<file path="config.mk">
export PLATFORM = sky130hd
export DESIGN_NAME = sbus_arbiter
export DESIGN_NICKNAME = d
export VERILOG_FILES = /design/src/rtl/sbus_pkg.sv /design/src/rtl/sbus_lane_req.sv /design/src/rtl/sbus_lane_owner.sv /design/src/rtl/sbus_byte_drive.sv /design/src/rtl/sbus_arbiter.sv
export SDC_FILE = /design/constraint.sdc
export NUM_CORES = 1
export LEC_CHECK = 0
export ABC_AREA = 1
export BUFFER_PORTS_ARGS = -buffer_cell sky130_fd_sc_hd__buf_2
export CAP_MARGIN = 15
export CORE_AREA = 2 2 257 259
export CTS_CLUSTER_DIAMETER = 60
export DETAILED_ROUTE_END_ITERATION = 7
export DIE_AREA = 0 0 259 261
export PLACE_DENSITY = 0.53
export SLEW_MARGIN = 40
export SYNTH_ARGS = -nofsm -noshare
export SYNTH_HDL_FRONTEND = slang
export SYNTH_SLANG_ARGS = --single-unit
</file>
<file path="constraint.sdc">
create_clock -name clk -period 3.05 [get_ports clk]
set_clock_uncertainty 0.05 [all_clocks]
set_input_delay 0.61 -clock clk [delete_from_list [all_inputs] [get_ports clk]]
set_output_delay 0.61 -clock clk [all_outputs]
set_load 0.1 [all_outputs]
</file>
<file path="src/rtl/sbus_pkg.sv">
package sbus_pkg;

  // Width of one bus byte: 8 data bits plus one parity bit
  localparam int unsigned BYTE_W = 9;

  typedef enum logic [1:0] {
    LANE_9   = 2'd0,
    LANE_18  = 2'd1,
    LANE_36  = 2'd2,
    LANE_36B = 2'd3
  } lane_mode_e;

  // Number of bytes grouped into one lane for a given mode
  function automatic int unsigned lane_bytes(lane_mode_e m);
    case (m)
      LANE_9:  return 1;
      LANE_18: return 2;
      default: return 4;
    endcase
  endfunction

endpackage

</file>
<file path="src/rtl/sbus_lane_req.sv">
// Folds per-byte drive requests into per-lane requests, seen from every byte.
module sbus_lane_req
  import sbus_pkg::*;
#(
  parameter int unsigned NUM_REQ   = 4,
  parameter int unsigned NUM_BYTES = 12   // must be a multiple of 4
) (
  input  lane_mode_e                       mode,
  input  logic [NUM_REQ*NUM_BYTES-1:0]     byte_req,
  output logic [NUM_REQ*NUM_BYTES-1:0]     lane_req
);

  for (genvar r = 0; r < NUM_REQ; r++) begin : g_req
    for (genvar b = 0; b < NUM_BYTES; b++) begin : g_byte
      localparam int unsigned BASE = r * NUM_BYTES;
      localparam int unsigned P2   = BASE + (b / 2) * 2;
      localparam int unsigned P4   = BASE + (b / 4) * 4;
      always_comb begin
        case (mode)
          LANE_9:  lane_req[BASE+b] = byte_req[BASE+b];
          LANE_18: lane_req[BASE+b] = byte_req[P2] | byte_req[P2+1];
          default: lane_req[BASE+b] = byte_req[P4]   | byte_req[P4+1] |
                                      byte_req[P4+2] | byte_req[P4+3];
        endcase
      end
    end
  end

endmodule

</file>
<file path="src/rtl/sbus_lane_owner.sv">
// First-come ownership register for one byte position.
module sbus_lane_owner #(
  parameter int unsigned NUM_REQ = 4,
  localparam int unsigned ID_W   = (NUM_REQ > 1) ? $clog2(NUM_REQ) : 1
) (
  input  logic               clk,
  input  logic               rst_n,
  input  logic               flush,
  input  logic [NUM_REQ-1:0] lane_req,
  output logic               owned,
  output logic [ID_W-1:0]    owner_id,
  output logic               owner_req
);

  logic [ID_W-1:0] pick;
  logic            any_req;

  assign any_req   = |lane_req;
  assign owner_req = owned & lane_req[owner_id];

  // lowest index wins a same-cycle tie
  always_comb begin
    pick = '0;
    for (int i = NUM_REQ - 1; i >= 0; i--) begin
      if (lane_req[i]) pick = ID_W'(i);
    end
  end

  always_ff @(posedge clk or negedge rst_n) begin
    if (!rst_n) begin
      owned    <= 1'b0;
      owner_id <= '0;
    end else if (flush) begin
      owned    <= 1'b0;
    end else if (owned) begin
      if (!owner_req) owned <= 1'b0;   // release: lane idle for one cycle
    end else if (any_req) begin
      owned    <= 1'b1;
      owner_id <= pick;
    end
  end

endmodule

</file>
<file path="src/rtl/sbus_byte_drive.sv">
// Bus byte resolution: owner mux, hold register and parity check.
module sbus_byte_drive
  import sbus_pkg::*;
#(
  parameter int unsigned NUM_REQ = 4,
  localparam int unsigned ID_W   = (NUM_REQ > 1) ? $clog2(NUM_REQ) : 1
) (
  input  logic                      clk,
  input  logic                      rst_n,
  input  logic                      owned,
  input  logic [ID_W-1:0]           owner_id,
  input  logic [NUM_REQ-1:0]        byte_valid,
  input  logic [NUM_REQ*BYTE_W-1:0] byte_data,
  output logic [BYTE_W-1:0]         bus_byte,
  output logic                      driven,
  output logic                      perr
);

  logic [BYTE_W-1:0] hold_q;
  logic [BYTE_W-1:0] sel_data;

  always_comb begin
    sel_data = '0;
    for (int i = 0; i < NUM_REQ; i++) begin
      if (owner_id == ID_W'(i)) sel_data = byte_data[i*BYTE_W +: BYTE_W];
    end
  end

  assign driven   = owned & byte_valid[owner_id];
  assign bus_byte = driven ? sel_data : hold_q;
  assign perr     = driven & (^sel_data);

  always_ff @(posedge clk or negedge rst_n) begin
    if (!rst_n) hold_q <= '0;
    else        hold_q <= bus_byte;
  end

endmodule

</file>
<file path="src/rtl/sbus_arbiter.sv">
// Shared internal bus arbiter, top level.
module sbus_arbiter
  import sbus_pkg::*;
#(
  parameter int unsigned NUM_REQ   = 4,
  parameter int unsigned NUM_BYTES = 12,  // multiple of 4
  localparam int unsigned BUS_W    = NUM_BYTES * BYTE_W,
  localparam int unsigned ID_W     = (NUM_REQ > 1) ? $clog2(NUM_REQ) : 1
) (
  input  logic                           clk,
  input  logic                           rst_n,
  input  logic [1:0]                     lane_mode,
  input  logic [NUM_REQ*NUM_BYTES-1:0]   req_valid,
  input  logic [NUM_REQ*BUS_W-1:0]       req_data,
  output logic [NUM_REQ*NUM_BYTES-1:0]   req_ready,
  output logic [BUS_W-1:0]               bus_data,
  output logic [NUM_BYTES-1:0]           bus_driven,
  output logic [NUM_BYTES-1:0]           parity_err
);

  lane_mode_e                      mode_q;
  logic                            mode_chg;
  logic [NUM_REQ*NUM_BYTES-1:0]    lane_req;
  logic [NUM_BYTES-1:0]            owned;
  logic [NUM_BYTES-1:0]            owner_req;
  logic [NUM_BYTES*ID_W-1:0]       owner_id_flat;

  assign mode_chg = (lane_mode != mode_q);

  always_ff @(posedge clk or negedge rst_n) begin
    if (!rst_n) mode_q <= LANE_9;
    else        mode_q <= lane_mode_e'(lane_mode);
  end

  sbus_lane_req #(
    .NUM_REQ  (NUM_REQ),
    .NUM_BYTES(NUM_BYTES)
  ) u_lane_req (
    .mode    (mode_q),
    .byte_req(req_valid),
    .lane_req(lane_req)
  );

  for (genvar b = 0; b < NUM_BYTES; b++) begin : g_byte
    logic [NUM_REQ-1:0]        col_req;
    logic [NUM_REQ-1:0]        col_valid;
    logic [NUM_REQ*BYTE_W-1:0] col_data;
    logic [ID_W-1:0]           oid;

    for (genvar r = 0; r < NUM_REQ; r++) begin : g_col
      assign col_req[r]   = lane_req[r*NUM_BYTES + b];
      assign col_valid[r] = req_valid[r*NUM_BYTES + b];
      assign col_data[r*BYTE_W +: BYTE_W] =
        req_data[(r*NUM_BYTES + b)*BYTE_W +: BYTE_W];
      assign req_ready[r*NUM_BYTES + b] = owned[b] & (oid == ID_W'(r));
    end

    sbus_lane_owner #(.NUM_REQ(NUM_REQ)) u_owner (
      .clk      (clk),
      .rst_n    (rst_n),
      .flush    (mode_chg),
      .lane_req (col_req),
      .owned    (owned[b]),
      .owner_id (oid),
      .owner_req(owner_req[b])
    );

    assign owner_id_flat[b*ID_W +: ID_W] = oid;

    sbus_byte_drive #(.NUM_REQ(NUM_REQ)) u_drive (
      .clk       (clk),
      .rst_n     (rst_n),
      .owned     (owned[b]),
      .owner_id  (oid),
      .byte_valid(col_valid),
      .byte_data (col_data),
      .bus_byte  (bus_data[b*BYTE_W +: BYTE_W]),
      .driven    (bus_driven[b]),
      .perr      (parity_err[b])
    );
  end

endmodule

</file>
# Word level (Yosys, flattened, before mapping)
# Cells that the tools add are included.
[word_totals]
elab_cells = 533
reg_bits = 146
input_bits = 484
[classes]
reduce_logical = 49
bitwise = 145
n_lt_le_gt_ge = 12
muxes = 252
n_eq_ne = 38
[ops]
columns = ["cell", "n"]
rows = [
  ["$mux W9", 60],
  ["$reduce_xor A9 Y1", 12],
  ["$mux W2", 48],
  ["$pmux W1 S2", 48],
  ["$and A1 B1 Y1", 84],
  ["$mux W1", 72],
  ["$bmux W1 S2", 24],
  ["$eq A2 B2 Y1 const B", 24],
  ["$or A1 B1 Y1", 48],
  ["$reduce_or A4 Y1", 12],
  ["$lt A2 B3 Y1 const B", 12],
  ["$reduce_and A3 Y1", 12],
  ["$eq A2 B1 Y1 const B", 13],
  ["$logic_not A2 Y1", 13],
  ["$not A1 Y1", 13],
  ["$ne A2 B2 Y1", 1],
]

# Depth between registers and ports, before layout
# Gate-level depths: netlist of the first run.
[depth]
ltp_word = 10
ltp_mapped = 18
ltp_nobuf = 16

# Hierarchy
# From an unflattened synthesis of the first run, not the netlist that was laid out.
[hier_totals]
hier_cells = 2438
hier_area_um2 = 14231.1
[by_module_without_submodules]
columns = ["mod", "instances", "seq_area_each_um2", "area_each_um2", "cells_each"]
rows = [
  ["sbus_byte_drive", 12, 225.2, 842.1, 148],
  ["sbus_lane_owner", 12, 75.1, 217.7, 31],
  ["sbus_lane_req", 1, 0.0, 897.1, 197],
  ["sbus_arbiter", 1, 50.0, 616.8, 93],
]

# Worst setup path before layout of the first run
# OpenSTA, ideal clock, no wires.
[synth_timing]
path_kind = "register -> output"
startpoint = "register g_byte[1].u_owner.owner_id[0]"
endpoint = "output port bus_data[10]"
t_arrival_ns = 3.502
stages_incl_launch_ff = 8
required_time_ns = 2.390
path_buffers = 2
setup_slack_ns = -1.112
cell_sequence = "dfrtp_1 > buf_2 > nor2_2 > inv_1 > o22ai_1 > o21ai_0 > buf_2 > o21ai_0"
[synth_via]
elab_chain_cells = 6
word_cells_on_any_way = 12
classes_between = "3 x eq/ne; 7 x mux; 1 x bitwise; 1 x reduce/logical"
[synth_lines]
columns = ["item", "line", "source"]
rows = [
  ["start, declared", "sbus_lane_owner.sv:11", "output logic [ID_W-1:0] owner_id,"],
  ["start signal, assigned", "sbus_lane_owner.sv:39", "owner_id <= pick;"],
  ["$logic_not A2 Y1", "sbus_byte_drive.sv:25", "if (owner_id == ID_W'(i)) sel_data = byte_data[i*BYTE_W +: BYTE_W];"],
  ["$mux W9 (4 in series)", "sbus_byte_drive.sv:25", ""],
  ["$mux W9 *", "sbus_byte_drive.sv:30", "assign bus_byte = driven ? sel_data : hold_q;"],
  ["end, declared", "sbus_arbiter.sv:16", "output logic [BUS_W-1:0] bus_data,"],
]
# Mark *: on every way between the ends. The rest lies on a longest branch, timed or not. The select of a mux whose other input is x is not followed.

# Worst setup path after layout of the first run
[layout_timing]
startpoint = "register g_byte[8].u_owner.owner_id[0]"
endpoint = "output port parity_err[8]"
[layout_via]
elab_chain_cells = 7
word_cells_on_any_way = 13
classes_between = "3 x eq/ne; 6 x mux; 2 x bitwise; 2 x reduce/logical"
[layout_lines]
columns = ["item", "line", "source"]
rows = [
  ["start, declared", "sbus_lane_owner.sv:11", ""],
  ["start signal, assigned", "sbus_lane_owner.sv:39", ""],
  ["$logic_not A2 Y1", "sbus_byte_drive.sv:25", ""],
  ["$mux W9 (4 in series)", "sbus_byte_drive.sv:25", ""],
  ["$reduce_xor A9 Y1", "sbus_byte_drive.sv:31", "assign perr = driven & (^sel_data);"],
  ["$and A1 B1 Y1 *", "sbus_byte_drive.sv:31", ""],
  ["end, declared", "sbus_arbiter.sv:18", "output logic [NUM_BYTES-1:0] parity_err"],
]
# Marks and branches as above.

==> impl_metrics.toml, run 1 <==
[floorplan]
die_area_sq_um = 67600
num_rows = 94
io_pins = 664
die_w_um = 259
die_h_um = 261
start_util_pct = 20.7
coreArea_sq_um = 65000

[sta]
post-route-period-util_pct = 103
hold-worst-slack_ps = 105
slew-limit-headroom_pct = 51.3
finalWorstSetupSlack_ps = -77.2
hold_viol_final = 0
setup_viol = 12
rsz0062_at_grt = "true"
fmax_ghz = 0.320
min_period_ps = 3130
worst_pin_slew_ps = 731
report.final.slew_viol_count = 0

[placement]
gp_congestion = 0.952
dp_hpwl_um = 56600
place_area_sq_um = 20300
dp_slack_ps = 185
dp_cells = 3902
io_buffers = 663

[logic_synthesis]
syn-num-nets = 2836
synth_area_sq_um = 13500
ys_seq_area_share_pct = 27.1
synth_top_area_cell = "dfrtp_1"
synth-edff-count = 0
netlist_top_cells_count = "nand2_1 (960), inv_1 (275), nor2_1 (238)"
yosys_most_used_dff = "dfrtp_1"
avgSynthCellArea_sq_um = 5.73
synth_area_leaders = "dfrtp_1 (27%), nand2_1 (27%), inv_1 (7.7%)"
ys.warnings.count = 0
synth_top_area_share_pct = 27.1
ys_types = 42
synth-seq-cells = 146
synth-async-reset-ratio_pct = 100
synthMostInstantiatedCell = "nand2_1"
syn_inst = 2352

[drt]
routed_wl_um = 71800
dr.pass1.iters = 7
antenna_left = 0
vias = 19158
viasPerCell = 4.60
drc = 0
first_iter_violations = 1062
wl_per_cell_um = 17.2

[setup_path]
crit_start = "g_byte[8].u_owner.owner_id[0]"
timing.critical_path.from_type = "flop"
arrival_ps = 2470
crit_path_end_kind = "output port"
cp.required_ps = 2390
r2r_slack_ps = 30
worstSetupPathType = "reg2out"
path_max_fanout = 5
rr_startpoint = "g_byte[7].u_owner.owner_id[1]"

[global_routing]
grt_max_degree = 65
grt_pass1_vias = 18070
overflow = 0
grt_pass1_wl_um = 103000
antenna_found_initial = 18
gr-usage-all-layers_pct = 19.9

[clock_tree]
insertion_delay_ps = 490
root_buffer = "clkbuf_16"
clk_pin_slew_ps = 70
clock-sinks = 146
cts_tree = "yes"
h-tree-depth = 4
numCtsBuffers = 17
postCtsHoldBufs = 0
clk_path_buf_depth = 2

[final_layout]
nNetsFinal = 3767
area.sequential_sq_um = 3680
finalInstanceArea_sq_um = 25000
fillCellCount = 6822
multi_input_comb_area_sq_um = 10500
drive_gt1_share_pct = 49.4
syn_to_final_growth_pct = 85.6
final_cells = 4166

[worst_hold_path]
hold_class = "in2async"

[outcome]
violations = "negative setup slack"
status = "finished, violations left"

[power_and_ir_drop]
ir_drop_uv = 745
finalPower_uw = 28600
powerDensity_nw_per_um2 = 1140
static-leakage-power_uw = 0.0131

[run]
maxCapViolations = 0
[final timing paths]
| path | end | cells past startpoint |
|---|---|---|
| max | parity_err[8] | 13 |
| min | g_byte[1].u_drive.hold_q[3] | 1 |
| max reg2reg | g_byte[7].u_owner.owner_id[1] | 20 |
| min reg2reg | g_byte[11].u_drive.hold_q[8] | 2 |
| max in group asynchronous | g_byte[6].u_owner.owner_id[0] | 2 |
| min in group clk | mode_q[1] | 1 |
[per-layer routing]
layer | GRT usage (%) | part of all wire [%]
met5 | 0 | 0.18
met4 | 6.74 | 2.8
met3 | 5.03 | 6.6
met2 | 33.8 | 48
met1 | 24.5 | 42
[registers in the layout, summed over array words and instances, names as in the netlist]
name / count
mode_q: 2
g_byte.u_owner.owner_id: 24
g_byte.u_drive.hold_q: 108
g_byte.u_owner.owned: 12
[critical path, cell delays in order, from the launching register on]
cell and delay [ps]:
dfrtp_2 470, buf_6 150, nor2_4 160, buf_6 150, nand2_1 70, nand3_2 80
a21oi_4 40, or2_1 240, nand2_1 80, nand2_1 70, nand2_2 80, nor2_1 50
nor2_2 140, buf_12 190
[power breakdown]
group	internal, uW	leakage, uW	switching, uW
clock network	1230	0.000280	1020
registers	2760	0.00177	500
logic	8110	0.0111	15000
[per-stage QoR]
| stage | setup TNS, ps | util, % |
|---|---|---|
| after floorplan | -3110 | - |
| after global placement | 0 | 31.2 |
| after detailed placement | 0 | 31.2 |
| after CTS | -613 | 35.3 |
| after global routing | -4040 | 38.5 |
| final | -462 | 38.5 |
[what timing repair did]
item | in CTS | in global routing
buffers inserted | 139 | 88
setup endpoints to repair | 126 | 100
pin swaps | 125 | 184
gates resized for setup | 372 | 388
gates cloned | 3 | 3
hold endpoints to repair | 0 | 0
[final cells by class]
class / count / share of cell area [%]
Multi-Input combinational cell: 1837 / 42.1
Clock buffer: 18 / 1.75
Sequential cell: 146 / 14.7
Clock inverter: 14 / 0.610
Inverter: 297 / 4.96
Antenna cell: 6 / 0.0600
Timing Repair Buffer: 984 / 31.5
Tap cell: 864 / 4.32
[placed cells by master (no fill, tap or decap), types with 17 or more instances in the layout]
cell type    n
nand2_2    132
o211ai_1    50
nand2_4     28
o21ai_4     24
buf_6       75
o21ai_0     43
nand3_1    116
dfrtp_2     22
o21ai_2     84
nand4_1     58
inv_1      206
nor2_1     140
nor2_4      51
o21ai_1     26
nand2_1    810
buf_2      537
nor2_2      78
buf_12     120
buf_4      244
inv_4       19
clkbuf_16   19
inv_2       60
dfrtp_1    124
nand3_2     39
a31oi_4     18
o21bai_1    17
[kinds of logic after synthesis]
logic type | share of synthesized area, %
buffers and inverters | 11.6
xor gates and xnor gates | 0.520
DFF | 27.1
AOI/OAI and AO/OA | 14.6
and+or+nand+nor | 46.2
No activity file was read; power rests on OpenSTA's default activity.
==> run 2, diff against run 1 <==
Settings changed: CORE_AREA 2 2 257 259 to 2 2 261 263, DIE_AREA 0 0 259 261 to 0 0 263 265, SYNTH_HIERARCHICAL set to 1.
==> run 2 against run 1 <==
Effect of this change:
- the run still ends with negative setup slack left
- setup slack got worse by 4.6 ps
- sequential share of layout area is 0.59 points lower
- sequential power is 2% higher
- cell count up 2.2%
- wire length decreased by 0.66%
==> impl_metrics.toml, run 2 <==
[outcome]
status = "finished, violations left"
violations = "negative setup slack"

[floorplan]
start_util_pct = 21.2
die_area_sq_um = 69700
io_pins = 664
coreArea_sq_um = 66800
die_h_um = 265
num_rows = 95
die_w_um = 263

[final_layout]
area.sequential_sq_um = 3680
fillCellCount = 6995
largest_reg_flops = 108
largest-register = "g_byte.u_drive/hold_q"
multi_input_comb_area_sq_um = 11300
finalInstanceArea_sq_um = 26100
syn_to_final_growth_pct = 84.2
layout_common_cells = "nand2_1 (722), buf_2 (535), nand3_1 (231)"
final_common_cell = "nand2_1"
fin_util_pct = 39.1
nNetsFinal = 3845
reg.largest.list = "g_byte.u_drive/hold_q (108), g_byte.u_owner/owner_id (24), g_byte.u_owner/owned (12)"
drive_gt1_share_pct = 50.3

[placement]
io_buffers = 663
place_area_sq_um = 21500
gp_congestion = 0.935
dp_slack_ps = 188
dp_hpwl_um = 57100

[sta]
rsz0062_at_grt = "true"
min_period_ps = 3130
post-route-period-util_pct = 103
fmax_ghz = 0.319
worst_pin_slew_ps = 628
slew-limit-headroom_pct = 58.1
hold_viol_final = 0
report.final.slew_viol_count = 0
setup_viol = 21
finalWorstSetupSlack_ps = -81.8

[setup_path]
crit_path_end_kind = "output port"
cp.required_ps = 2390
crit_family = "simple AND/OR/NAND/NOR gates"
slowest_stage = "dfrtp_2"
worstSetupPathType = "reg2out"
cp_cell_sequence = "buf_6, nor2_4, buf_6, nand2_2, nand4_1, nand2_1, inv_1, nor2_1, nand2_1, nand2_2, nand3_2, nand2_2, nor2_4, buf_12"
path_max_fanout = 6
path_common_cell = "nand2_2"
timing.critical_path.from_type = "flop"
arrival_ps = 2470
worstPathBufferInverterCount = 4
slowest_delay_ps = 470

[drt]
viasPerCell = 4.57
first_iter_violations = 1014
drc = 0
dr.pass1.iters = 5
antenna_left = 0
wl_per_cell_um = 16.7
routed_wl_um = 71300
vias = 19449

[logic_synthesis]
synth_area_sq_um = 14200
syn-num-nets = 2910
syn_inst = 2426
avgSynthCellArea_sq_um = 5.84
ys.warnings.count = 6

[global_routing]
grt_pass1_vias = 18264
gr-usage-all-layers_pct = 19.4
overflow = 0
grt_pass1_wl_um = 105000
antenna_found_initial = 11
grt_max_degree = 66

[worst_hold_path]
hold_class = "in2async"

[run]
maxCapViolations = 0

[clock_tree]
root_buffer = "clkbuf_16"
h-tree-depth = 4
postCtsHoldBufs = 0
clk_path_buf_depth = 2
insertion_delay_ps = 490
numCtsBuffers = 17
clk_pin_slew_ps = 70
cts_tree = "yes"
clock-sinks = 146

[power_and_ir_drop]
static-leakage-power_uw = 0.0131
powerDensity_nw_per_um2 = 1050
ir_drop_uv = 634
## run 2: worst reg2reg max path: stages (launching register included)
cell and delay (ps):
dfrtp_1 670, inv_2 90, nor2_4 430, buf_4 270
nand2_1 80, nand3_1 150, clkinv_1 120, nand2_1 110
o21bai_4 80, nand2_1 60, o21ai_1 50
## run 2: path summary, 6_finish.rpt
check                                         startpoint                             to  slack (ps)  depth (start not counted)
min reg2reg                  g_byte[5].u_drive/hold_q[5]    g_byte[5].u_drive/hold_q[5]         450                          2
max                        g_byte[0].u_owner/owner_id[1]                  parity_err[0]         -80                         14
min                                                rst_n    g_byte[8].u_drive/hold_q[4]          70                          1
max reg2reg                                    mode_q[0]  g_byte[2].u_owner/owner_id[0]         780                         10
max in group asynchronous                          rst_n  g_byte[7].u_owner/owner_id[0]        2140                          2
min in group clk                            lane_mode[0]                      mode_q[0]         210                          1
## run 2: what timing repair did
action	in CTS	in global routing
cloned	2	3
pin swaps	146	146
resized for setup	424	299
setup endpoints to repair	130	105
setup buffers	142	69
## run 2: final cells by class
cell class / count / share of cell area (%)
diodes: 10 / 0.0959
clock buffers: 20 / 1.71
clock inverters: 12 / 0.599
inverters: 348 / 5.48
multi-input cells: 1888 / 43.5
flip-flops and latches: 146 / 14.1
well taps: 873 / 4.19
repair buffers: 960 / 30.3
## run 2: metrics by stage
stage	TNS, ps	hold WS (ps)	total power [uW]	instances
6_report	-454	68.9	27500	4257
3_3_place_gp	0	512	21600	4004
5_1_grt	-6150	87.4	28900	4257
3_5_place_dp	0	517	21600	4004
4_1_cts	-1490	58.7	26100	4180
2_1_floorplan	-24160	264	15400	2426
## run 2: routing by layer
metal  up-vias  global-route usage, %  part of all wire, %
li1       9708                      -                    -
met1      9079                   24.6                   43
met2       563                   33.4                   50
met3        97                   3.39                  5.0
met4         2                   5.87                  2.2
met5         -                      0                0.015
## run 2: report_power, final
part	leakage [uW]	internal, uW	switching (uW)
Combinational	0.0111	7910	13900
Clock	0.000283	1310	984
Sequential	0.00175	2720	590
Total	0.0131	11900	15500
==> run 3, diff against run 2 <==
Settings changed: REMOVE_ABC_BUFFERS set to 1.
==> run 3 against run 2 <==
Effect of this change:
- first-iteration DRC count down 4.3%
- highest routed layer unchanged
- largest power group unchanged
- sequential share of layout area is 0.54 points higher
- wire length about the same
- maximum frequency decreased by 1.4%
- clock power is essentially flat
- core utilization shrank 1.4 points
- via count shrank 0.57%
- the run still ends with negative setup slack left
==> impl_metrics.toml, run 3 (synthesis results as in run 2) <==
[setup_path]
path_max_fanout = 6
cp.required_ps = 2390
arrival_ps = 2520
crit_path_end_kind = "output port"
r2r_slack_ps = 850
worstSetupPathType = "reg2out"
timing.critical_path.from_type = "flop"

[floorplan]
num_rows = 95
die_w_um = 263
die_area_sq_um = 69700
start_util_pct = 21.2
die_h_um = 265
coreArea_sq_um = 66800
io_pins = 664

[final_layout]
fillCellCount = 7069
reg.largest.list = "g_byte.u_drive/hold_q (108), g_byte.u_owner/owner_id (24), g_byte.u_owner/owned (12)"
drive_gt1_share_pct = 49.2
largest_reg_flops = 108
nNetsFinal = 3780
largest-register = "g_byte.u_drive/hold_q"
syn_to_final_growth_pct = 77.4
final_common_cell = "nand2_1"
layout_common_cells = "nand2_1 (699), buf_2 (540), nand3_1 (219)"

[sta]
rsz0062_at_grt = "true"
hold_viol_final = 0
worst_pin_slew_ps = 683
setup_viol = 5
post-route-period-util_pct = 104
min_period_ps = 3180
fmax_ghz = 0.315
finalWorstSetupSlack_ps = -127
slew-limit-headroom_pct = 54.5
report.final.slew_viol_count = 0

[power_and_ir_drop]
powerDensity_nw_per_um2 = 1060
p_comb_share_pct = 79.2
pwr-share-seq_pct = 12.2
intPower_uw = 11400
static-leakage-power_uw = 0.0127
ir_drop_uv = 888
power_switching_uw = 15200
finalPower_uw = 26600
p_sw_share_pct = 57.1
p_clk_share_pct = 8.6

[clock_tree]
cts_tree = "yes"
clk_path_buf_depth = 2
clk_pin_slew_ps = 70
clock-sinks = 146
insertion_delay_ps = 470
numCtsBuffers = 17
h-tree-depth = 4
postCtsHoldBufs = 0
root_buffer = "clkbuf_16"

[global_routing]
gr-usage-all-layers_pct = 19.2
grt_max_degree = 64
grt_pass1_wl_um = 103000
overflow = 0
grt_pass1_vias = 18141
antenna_found_initial = 41

[placement]
io_buffers = 663
dp_hpwl_um = 57800
gp_congestion = 0.948
dp_slack_ps = 138

[drt]
drc = 0
routed_wl_um = 71200
viasPerCell = 4.60
dr.pass1.iters = 5
antenna_left = 0
wl_per_cell_um = 16.9
first_iter_violations = 970
vias = 19339

[worst_hold_path]
hold_class = "in2async"

[outcome]
violations = "negative setup slack"
status = "finished, violations left"

[run]
maxCapViolations = 0
## run 3: changes by cell type in the layout (fill, tap and decap cells not counted), moves of 23 or more
cell / delta
buf_4: -56
o21ai_1: +33
nand2_2: +26
o21ai_4: -25
nand2_1: -23
## run 3: through the flow
step           hold WS, ps  util [%]  std cells  cell area, sq um  setup TNS [ps]
2_1_floorplan          264         -       2382             13800         -261720
3_3_place_gp           514      31.2       4015             20900               0
3_5_place_dp           516      31.2       4015             20900               0
4_1_cts               97.2      35.0       4131             23400            -463
5_1_grt                112      37.6       4192             25100           -2260
6_report              90.8      37.6       4203             25100            -226
## run 3: layout make-up
type	instances	area, sq um	area share (%)
Multi-Input combinational cell	1888	10900	43.5
Antenna cell	22	55.1	0.219
Timing Repair Buffer	895	7360	29.3
Inverter	348	1420	5.64
Tap cell	873	1090	4.34
Sequential cell	146	3680	14.7
Clock buffer	20	457	1.82
Clock inverter	11	154	0.612
## run 3: critical path, stage by stage (launching register included)
cell     delay (ps)
dfrtp_2         480
inv_2            90
buf_6           130
buf_6           100
nor2_1           30
nor2_1          140
nand3_2         110
nand2_2         100
nand2_1          70
inv_1            60
nor2_1           30
nand2_1          70
nand2_2          70
nand3_2          70
nand2_1          50
nor2_1          110
buf_4           140
buf_12          180
## run 3: final timing paths
check                                              start                              to  cells past startpoint
max                        g_byte[2].u_owner/owner_id[0]                   parity_err[2]                     17
min                                                rst_n     g_byte[8].u_drive/hold_q[6]                      1
max reg2reg                                    mode_q[0]  g_byte[11].u_owner/owner_id[0]                     10
min reg2reg                  g_byte[8].u_drive/hold_q[3]     g_byte[8].u_drive/hold_q[3]                      2
max in group asynchronous                          rst_n   g_byte[4].u_owner/owner_id[1]                      2
min in group clk                            lane_mode[1]                       mode_q[1]                      1
## run 3: power groups by stage
| stage | Sequential [uW] | Clock [uW] | Combinational [uW] |
|---|---|---|---|
| 3_3_place_gp | 3170 | 0 | 17700 |
| 4_1_cts | 3190 | 2400 | 19400 |
| 6_report | 3240 | 2300 | 21100 |
| 5_1_grt | 3340 | 2480 | 22300 |
| 3_5_place_dp | 3180 | 0 | 17800 |
| 2_1_floorplan | 3260 | 0 | 11300 |
## run 3: timing repair
action / 4_1_cts / 5_1_grt
buffers inserted: 85 / 48
setup endpoints to repair: 125 / 102
pin swaps: 112 / 206
resized for setup: 405 / 444
gates cloned: 0 / 4
## run 3: routing by layer
layer	vias to the layer above	routed length, um	global-route usage, %
met4	34	2330	6.73
li1	9588	-	-
met3	157	5840	6.00
met5	-	199	0
met2	697	34900	33.4
met1	8863	27900	22.2
